--- config.mk ---
export PLATFORM = sky130hd
export DESIGN_NAME = rmap_table
export DESIGN_NICKNAME = d
export VERILOG_FILES = /design/src/rtl/rmap_pkg.sv /design/src/rtl/rmap_cam.sv /design/src/rtl/rmap_ckpt_ctrl.sv /design/src/rtl/rmap_table.sv
export SDC_FILE = /design/constraint.sdc
export NUM_CORES = 2
export LEC_CHECK = 0
export ABC_AREA = 1
export ABC_CLOCK_PERIOD_IN_PS = 19900
export BUFFER_PORTS_ARGS = -buffer_cell sky130_fd_sc_hd__clkbuf_2
export CORE_UTILIZATION = 40
export DETAILED_ROUTE_END_ITERATION = 16
export PLACE_DENSITY = 0.68
export SYNTH_ARGS = -nofsm -noshare
export SYNTH_HDL_FRONTEND = slang
export SYNTH_SLANG_ARGS = --single-unit
--- constraint.sdc ---
create_clock -name clk -period 19.9 [get_ports clk]
set_input_delay 0.995 -clock clk [delete_from_list [all_inputs] [get_ports clk]]
set_output_delay 0.995 -clock clk [all_outputs]
set_load 0.02 [all_outputs]
--- src/rtl/rmap_pkg.sv ---
package rmap_pkg;
  parameter int NUM_PHYS = 64;
  parameter int ARCH_W   = 6;
  parameter int NUM_CKPT = 4;
  parameter int NUM_BOOT = 32;

  localparam int PHYS_W = $clog2(NUM_PHYS);
  localparam int TAG_W  = $clog2(NUM_CKPT);
  localparam int CNT_W  = $clog2(NUM_CKPT + 1);

  typedef struct packed {
    logic              valid;
    logic [ARCH_W-1:0] arch;
  } map_entry_t;
endpackage

--- src/rtl/rmap_cam.sv ---
module rmap_cam
  import rmap_pkg::*;
(
  input  map_entry_t        entries [NUM_PHYS],
  input  logic [ARCH_W-1:0] key,
  output logic [NUM_PHYS-1:0] match,
  output logic              hit,
  output logic [PHYS_W-1:0] idx
);
  genvar g;
  generate
    for (g = 0; g < NUM_PHYS; g++) begin : g_cmp
      assign match[g] = entries[g].valid && (entries[g].arch == key);
    end
  endgenerate

  assign hit = |match;

  always_comb begin
    idx = '0;
    for (int i = NUM_PHYS - 1; i >= 0; i--) begin
      if (match[i]) idx = PHYS_W'(i);
    end
  end
endmodule

--- src/rtl/rmap_ckpt_ctrl.sv ---
module rmap_ckpt_ctrl
  import rmap_pkg::*;
(
  input  logic             clk,
  input  logic             rst_n,
  input  logic             req,
  input  logic             restore_en,
  input  logic [TAG_W-1:0] restore_tag,
  output logic             grant,
  output logic             stall,
  output logic [TAG_W-1:0] tag,
  output logic             restore_live,
  output logic [CNT_W-1:0] cnt
);
  logic [CNT_W-1:0] cnt_q, cnt_d;
  logic             full;

  assign full         = (cnt_q == CNT_W'(NUM_CKPT));
  assign restore_live = restore_en && (CNT_W'(restore_tag) < cnt_q);
  assign grant        = req && !restore_en && !full;
  assign stall        = req && !restore_en && full;
  assign tag          = cnt_q[TAG_W-1:0];
  assign cnt          = cnt_q;

  always_comb begin
    cnt_d = cnt_q;
    if (restore_live)  cnt_d = CNT_W'(restore_tag);
    else if (grant)    cnt_d = cnt_q + CNT_W'(1);
  end

  always_ff @(posedge clk or negedge rst_n) begin
    if (!rst_n) cnt_q <= '0;
    else        cnt_q <= cnt_d;
  end
endmodule

--- src/rtl/rmap_table.sv ---
module rmap_table
  import rmap_pkg::*;
(
  input  logic              clk,
  input  logic              rst_n,
  input  logic              ren_en,
  input  logic [ARCH_W-1:0] ren_arch,
  input  logic [PHYS_W-1:0] ren_phys,
  input  logic [ARCH_W-1:0] lk_arch,
  output logic              lk_hit,
  output logic [PHYS_W-1:0] lk_phys,
  input  logic              ckpt_req,
  output logic              ckpt_grant,
  output logic              ckpt_stall,
  output logic [TAG_W-1:0]  ckpt_tag,
  input  logic              rst_en,
  input  logic [TAG_W-1:0]  rst_tag
);
  map_entry_t map_q [NUM_PHYS];
  map_entry_t map_d [NUM_PHYS];
  map_entry_t snap_q [NUM_CKPT][NUM_PHYS];

  logic [NUM_PHYS-1:0] lk_match;
  logic [NUM_PHYS-1:0] ren_match;
  logic                ren_hit_unused;
  logic [PHYS_W-1:0]   ren_idx_unused;
  logic                restore_live;
  logic [CNT_W-1:0]    ckpt_cnt;

  rmap_cam u_lk_cam (
    .entries(map_q), .key(lk_arch),
    .match(lk_match), .hit(lk_hit), .idx(lk_phys)
  );

  rmap_cam u_ren_cam (
    .entries(map_q), .key(ren_arch),
    .match(ren_match), .hit(ren_hit_unused), .idx(ren_idx_unused)
  );

  rmap_ckpt_ctrl u_ctrl (
    .clk(clk), .rst_n(rst_n), .req(ckpt_req),
    .restore_en(rst_en), .restore_tag(rst_tag),
    .grant(ckpt_grant), .stall(ckpt_stall), .tag(ckpt_tag),
    .restore_live(restore_live), .cnt(ckpt_cnt)
  );

  genvar g, s;
  generate
    for (g = 0; g < NUM_PHYS; g++) begin : g_ent
      always_comb begin
        map_d[g] = map_q[g];
        if (restore_live) begin
          map_d[g] = snap_q[rst_tag][g];
        end else if (ren_en) begin
          if (ren_match[g]) map_d[g].valid = 1'b0;
          if (ren_phys == PHYS_W'(g)) begin
            map_d[g].valid = 1'b1;
            map_d[g].arch  = ren_arch;
          end
        end
      end

      always_ff @(posedge clk or negedge rst_n) begin
        if (!rst_n) begin
          map_q[g].valid <= (g < NUM_BOOT);
          map_q[g].arch  <= ARCH_W'(g);
        end else begin
          map_q[g] <= map_d[g];
        end
      end
    end

    for (s = 0; s < NUM_CKPT; s++) begin : g_snap
      logic snap_we;
      assign snap_we = ckpt_grant && (ckpt_tag == TAG_W'(s));
      always_ff @(posedge clk) begin
        if (snap_we) snap_q[s] <= map_q;
      end
    end
  endgenerate
endmodule

After elaboration in Yosys (flattened, before gate mapping)
Memories as Yosys holds them, arrays and structs flattened.
Cells that the tools add are included.
{ "totals": {"register_bits": 451, "mem_bits_rw": 1792, "in_bits": 25, "output_inout_bits": 11, "elab_cells": 1068, "memories": 1} }
{ "memory_table": {"columns": ["name", "words", "word_bits", "rd", "rd_clocked_by_memory_dff", "wr", "line_no", "text"], "rows": [
  ["snap_q", 4, 448, 1, 0, 1, "rmap_table.sv:21", "map_entry_t snap_q [NUM_CKPT][NUM_PHYS];"]
]} }
{ "classes": {"add_sub_neg": 1, "n_lt_le_gt_ge": 1, "n_eq_ne": 195, "n_mux": 339, "reduce_logical": 402} }
{ "ops": {"columns": ["cell", "n"], "rows": [
  ["two-way mux 448 bit", 3],
  ["two-way mux 7 bit", 192],
  ["OR reduction 448 bit", 3],
  ["equality test 6 bit", 128],
  ["two-way mux 6 bit", 64],
  ["AND reduction 2 bit", 128],
  ["equality test 6 bit, second input constant", 32],
  ["nonzero test 3 bit", 64],
  ["logical AND 1 bit", 136],
  ["nonzero test 2 bit", 66],
  ["equality test 6 x 5 -> 1 bit, second input constant", 16],
  ["two-way mux 1 bit", 75],
  ["OR reduction 64 bit", 1],
  ["equality test 6 x 4 -> 1 bit, second input constant", 8],
  ["equality test 6 x 3 -> 1 bit, second input constant", 4],
  ["equality test 6 x 2 -> 1 bit, second input constant", 2],
  ["equality test 6 x 1 -> 1 bit, second input constant", 1],
  ["zero test 6 bit", 1],
  ["two-way mux 2 bit", 3],
  ["two-way mux 3 bit", 2],
  ["equality test 2 bit, second input constant", 2],
  ["adder 3 x 1 -> 3 bit, second input constant", 1],
  ["equality test 3 bit, second input constant", 1],
  ["less-than comparator 2 x 3 -> 1 bit", 1],
  ["other kinds (3)", 4]
]} }

Longest topological paths before layout
{ "logic_depth": {"ltp_word": 66, "ltp_mapped": 69, "mapped_depth_nobuf": 69} }

Hierarchy
From an unflattened synthesis, not the netlist that was laid out.
{ "unflattened": {"cells_unflattened": 11067, "hier_area_um2": 104980.7} }
{ "by_module_without_submodules": {"columns": ["mod", "n_inst", "cells_per_inst", "area_each_um2", "seq_area_each_um2"], "rows": [
  ["rmap_table", 1, 8719, 92407.4, 65302.6],
  ["rmap_cam", 2, 1153, 6137.1, 0.0],
  ["rmap_ckpt_ctrl", 1, 42, 299.0, 75.1]
]} }

Worst setup path before layout
OpenSTA, ideal clock, no wires.
{ "synth_timing": {"kind": "input -> register", "from": "in rst_en", "to": "mem snap_q[3][0] (netlist name) (enable)", "setup_time_ns": 1.274, "t_arrival_ns": 19.828, "t_required_ns": 18.626, "slack_ns": -1.202, "cell_stages": 3, "path_buffers": 0, "path_cell_list": "inv_1 > nand3_1 > nor2_1"} }
{ "synth_between": {"elab_cells_between_ends": 24, "classes_between": "mux: 14; reduce/logical: 10"} }
{ "synth_lines": {"columns": ["item", "line_no", "text"], "rows": [
  ["from (decl)", "rmap_table.sv:16", "input logic rst_en,"],
  ["zero test 1 bit (*)", "rmap_ckpt_ctrl.sv:20", "assign grant = req && !restore_en && !full;"],
  ["logical AND 1 bit (*) (2 in a row)", "rmap_ckpt_ctrl.sv:20", null],
  ["logical AND 1 bit (*)", "rmap_table.sv:75", "assign snap_we = ckpt_grant && (ckpt_tag == TAG_W'(s));"],
  ["net g_snap[3].snap_we", "rmap_table.sv:74", "logic snap_we;"],
  ["two-way mux 1 bit (*)", "rmap_table.sv:77", "if (snap_we) snap_q[s] <= map_q;"],
  ["two-way mux 1 bit (not written as such) (*)", "rmap_table.sv:77", null],
  ["OR reduction 448 bit (no source line)", null, null],
  ["two-way mux 2 bit (no source line) or two-way mux 1 bit (tied branches)", null, null],
  ["to (decl)", "rmap_table.sv:21", null]
]} }
Mark *: on every way through the listed nets, which the timed path passes. The rest lies on a longest branch.

Final worst setup path
{ "layout_timing": {"from": "in lk_arch[3]", "to": "out lk_phys[0]"} }
{ "layout_between": {"elab_chain_cells": 66, "elab_cells_between_ends": 192, "classes_between": "eq/ne: 64; mux: 64; reduce/logical: 64"} }
{ "layout_rtl": {"columns": ["item", "line_no", "text"], "rows": [
  ["from (decl)", "rmap_table.sv:9", "input logic [ARCH_W-1:0] lk_arch,"],
  ["equality test 6 bit", "rmap_cam.sv:13", "assign match[g] = entries[g].valid && (entries[g].arch == key);"],
  ["logical AND 1 bit", "rmap_cam.sv:13", null],
  ["two-way mux 6 bit (63 in a row)", "rmap_cam.sv:22", "if (match[i]) idx = PHYS_W'(i);"],
  ["two-way mux 6 bit (*)", "rmap_cam.sv:22", null],
  ["to (decl)", "rmap_table.sv:11", "output logic [PHYS_W-1:0] lk_phys,"]
]} }
Every way passes the cells marked *; elsewhere a longest branch is shown, timed or not.

==> results.cfg <==
[clock_network]
cts_setup_buffers = 0
clkTransAtPathRegs_ps = 70
cts_tree = yes
clockBufferDepth = 3
cts_htree_levels = 4
cts_resized = 0
hold_buffers = 0
cts.sinks = 2243
root_buffer = clkbuf_16
clk_latency_ps = 870
numCtsBuffers = 216

[setup_path]
cp_max_fo = 42
cp.arrival_ps = 7260
cpPeakStageDelay_ps = 760
cp.depth = 68
cp_slowest_cell = buf_4
rrSetupSlack_ps = 14260
r2r_start = u_ctrl.cnt[0]
r2r_cells = 8
worst-path-buf-inv = 4
worst_setup_path_end_kind = output port
path_class = input pin to output port
crit_top_cell = nand2_1
rr_endpoint = snap_q[3][413]
cp.required_ps = 18910
critical_path.top_delay_family = simple AND/OR/NAND/NOR gates
startpoint_type = input pin

[drt]
drtPass1Iterations = 11
drcViolationCount = 0
postRouteAntennaNets = 0
drt_iter0_markers = 9901
vias = 71700
totalWireLength_microns = 299000
via_per_inst = 6.26
wl_per_cell_microns = 26.1

[min_path]
hold_class = input pin to async pin

[placed_design]
pre_cts_ws_ps = 11870
portBuffers = 35
hpwl_microns = 160000
place_area_sq_um = 99700
place.gp.congestion = 0.883
dp_cells = 11000

[yosys]
netlist_area_sq_um = 96500
yosysWarnings = 0
synth_seq_area_share = 0.678
synth_edf_count = 1792
synth-seq-cells = 2243
synth_cell_types = 57
synth-async-reset-ratio = 0.201
ys.flop_type = edfxtp_1
synthCells = 8301
ys_top_cells_by_area = edfxtp_1 (56%), dfstp_2 (6.1%), dfrtp_1 (5.9%), nand2_1 (4.4%), nor2_1 (3.5%)
synth_fp_nets = 8331
syn_area_per_cell_sq_um = 11.6
synth_top_area_frac = 0.558
synth_largest_area_cell = edfxtp_1

[floorplanning]
core_sq_um = 239000
die_x_microns = 493
io_pins = 36
initial_core_util = 0.404
die-area_sq_um = 243000
die_h_microns = 493
fp-row-count = 179

[global_routing]
antenna_found_initial = 5
grt_overflow = 0
grt_usage = 0.240
grt_pass1_vias = 69300
grt_max_degree = 188
grt_pass1_wl_microns = 445000

[run_status]
status = finished clean

[sta]
tns_ps = 0
post-route-period-util = 0.415
finalHoldViolations = 0
setup_violations = 0
fin_skew_ps = 37.1
fin_crit_ps = 8260
rsz0062_at_grt = no
finalMaxSlewViolations = 0
worst_hold_slack_ps = 136
layout_setup_ws_ps = 11640
maxSlewHeadroom = 0.107
tightest_slew_ps = 1340
fmax_ghz = 0.121

[power]
p_per_area_nw_per_um2 = 140
ir_drop_mv = 0.125
p_sw_frac = 0.321
power_frac_comb = 0.199
power_frac_seq = 0.517
clkPwrFrac = 0.285
p_int_w = 0.0102
p_leak_nw = 36.7
power.switching_w = 0.00482

[finish]
most-common-layout-cells = edfxtp_1 (1792), nand2_1 (1121), nor2_1 (897)
synthToLayoutAreaGrowth_pct = 11.0
fin_area_sq_um = 107000
drive_gt1_frac = 0.0933
nNetsFinal = 8129
stdcell_count = 11500
layout_commonest_cell = edfxtp_1

[run]
drv_cap = 0
-- layer usage --
layer | GRT usage | wire (microns) | vias to the layer above
li1 | - | - | 30400
met1 | 0.318 | 113000 | 35700
met2 | 0.376 | 135000 | 4645
met3 | 0.0503 | 35300 | 1031
met4 | 0.118 | 16000 | 4
met5 | 0 | 25 | -
-- state kept, by name (all words and copies together) (netlist names) --
name        cells
map_q         448
snap_q       1792
u_ctrl.cnt      3
-- Yosys cell counts, types with 54 or more instances --
library cell / instances
xor2_1: 97
nand3_1: 182
o2111ai_1: 69
nor2_1: 901
nand2_1: 1127
a221oi_1: 76
xnor2_1: 91
clkbuf_1: 477
a31oi_1: 54
edfxtp_1: 1792
o221ai_1: 209
o211ai_1: 200
inv_1: 504
nor4_1: 56
buf_1: 83
a221o_1: 186
a21oi_1: 470
o22ai_1: 402
dfrtp_1: 227
o21ai_0: 605
dfstp_2: 224
-- cell type report --
type / count / area, sq um
Clock buffer: 292 / 6060
Antenna cell: 6 / 15.0
Tap cell: 3167 / 3960
Multi-Input combinational cell: 4952 / 27000
Timing Repair Buffer: 169 / 1380
Inverter: 517 / 1990
Sequential cell: 2243 / 65400
Clock inverter: 120 / 1360
Fill cell: 21400 / 132000
-- cell families (layout without fill, tap and decap cells) --
| logic type | count (synthesis) | count (layout) | share of synthesized area |
|---|---|---|---|
| AOI/OAI and AO/OA | 2394 | 2394 | 0.163 |
| xor gates and xnor gates | 188 | 188 | 0.0171 |
| adders and majority gates | 5 | 5 | 0.000648 |
| buffers and inverters | 1106 | 1098 | 0.0436 |
| DFF | 2243 | 2243 | 0.678 |
| other | 0 | 6 | 0 |
| and+or+nand+nor | 2365 | 2365 | 0.0980 |
-- through the flow --
stage / total power [W] / util
2_1_floorplan: 0.00972 / -
3_3_place_gp: 0.0106 / 0.417
3_5_place_dp: 0.0107 / 0.417
4_1_cts: 0.0150 / 0.449
5_1_grt: 0.0156 / 0.449
6_report: 0.0150 / 0.449
-- worst max-delay path by stage --
stage	slack, ps	endpoint	start
floorplan	-1170	snap_q[0][0]	rst_en
global placement	11620	lk_phys[0]	lk_arch[3]
CTS	11860	lk_phys[0]	lk_arch[3]
global route	11330	lk_phys[0]	lk_arch[3]
finish	11640	lk_phys[0]	lk_arch[3]
detailed placement	11870	lk_phys[0]	lk_arch[3]
-- power groups by stage --
stage          Combinational, W  Sequential (W)  Clock [W]
3_3_place_gp            0.00286         0.00774          0
3_5_place_dp            0.00292         0.00783          0
5_1_grt                 0.00323         0.00789    0.00450
4_1_cts                 0.00293         0.00774    0.00431
6_report                0.00299         0.00777    0.00428
2_1_floorplan           0.00204         0.00769          0
No activity file was read; power rests on OpenSTA's default activity.
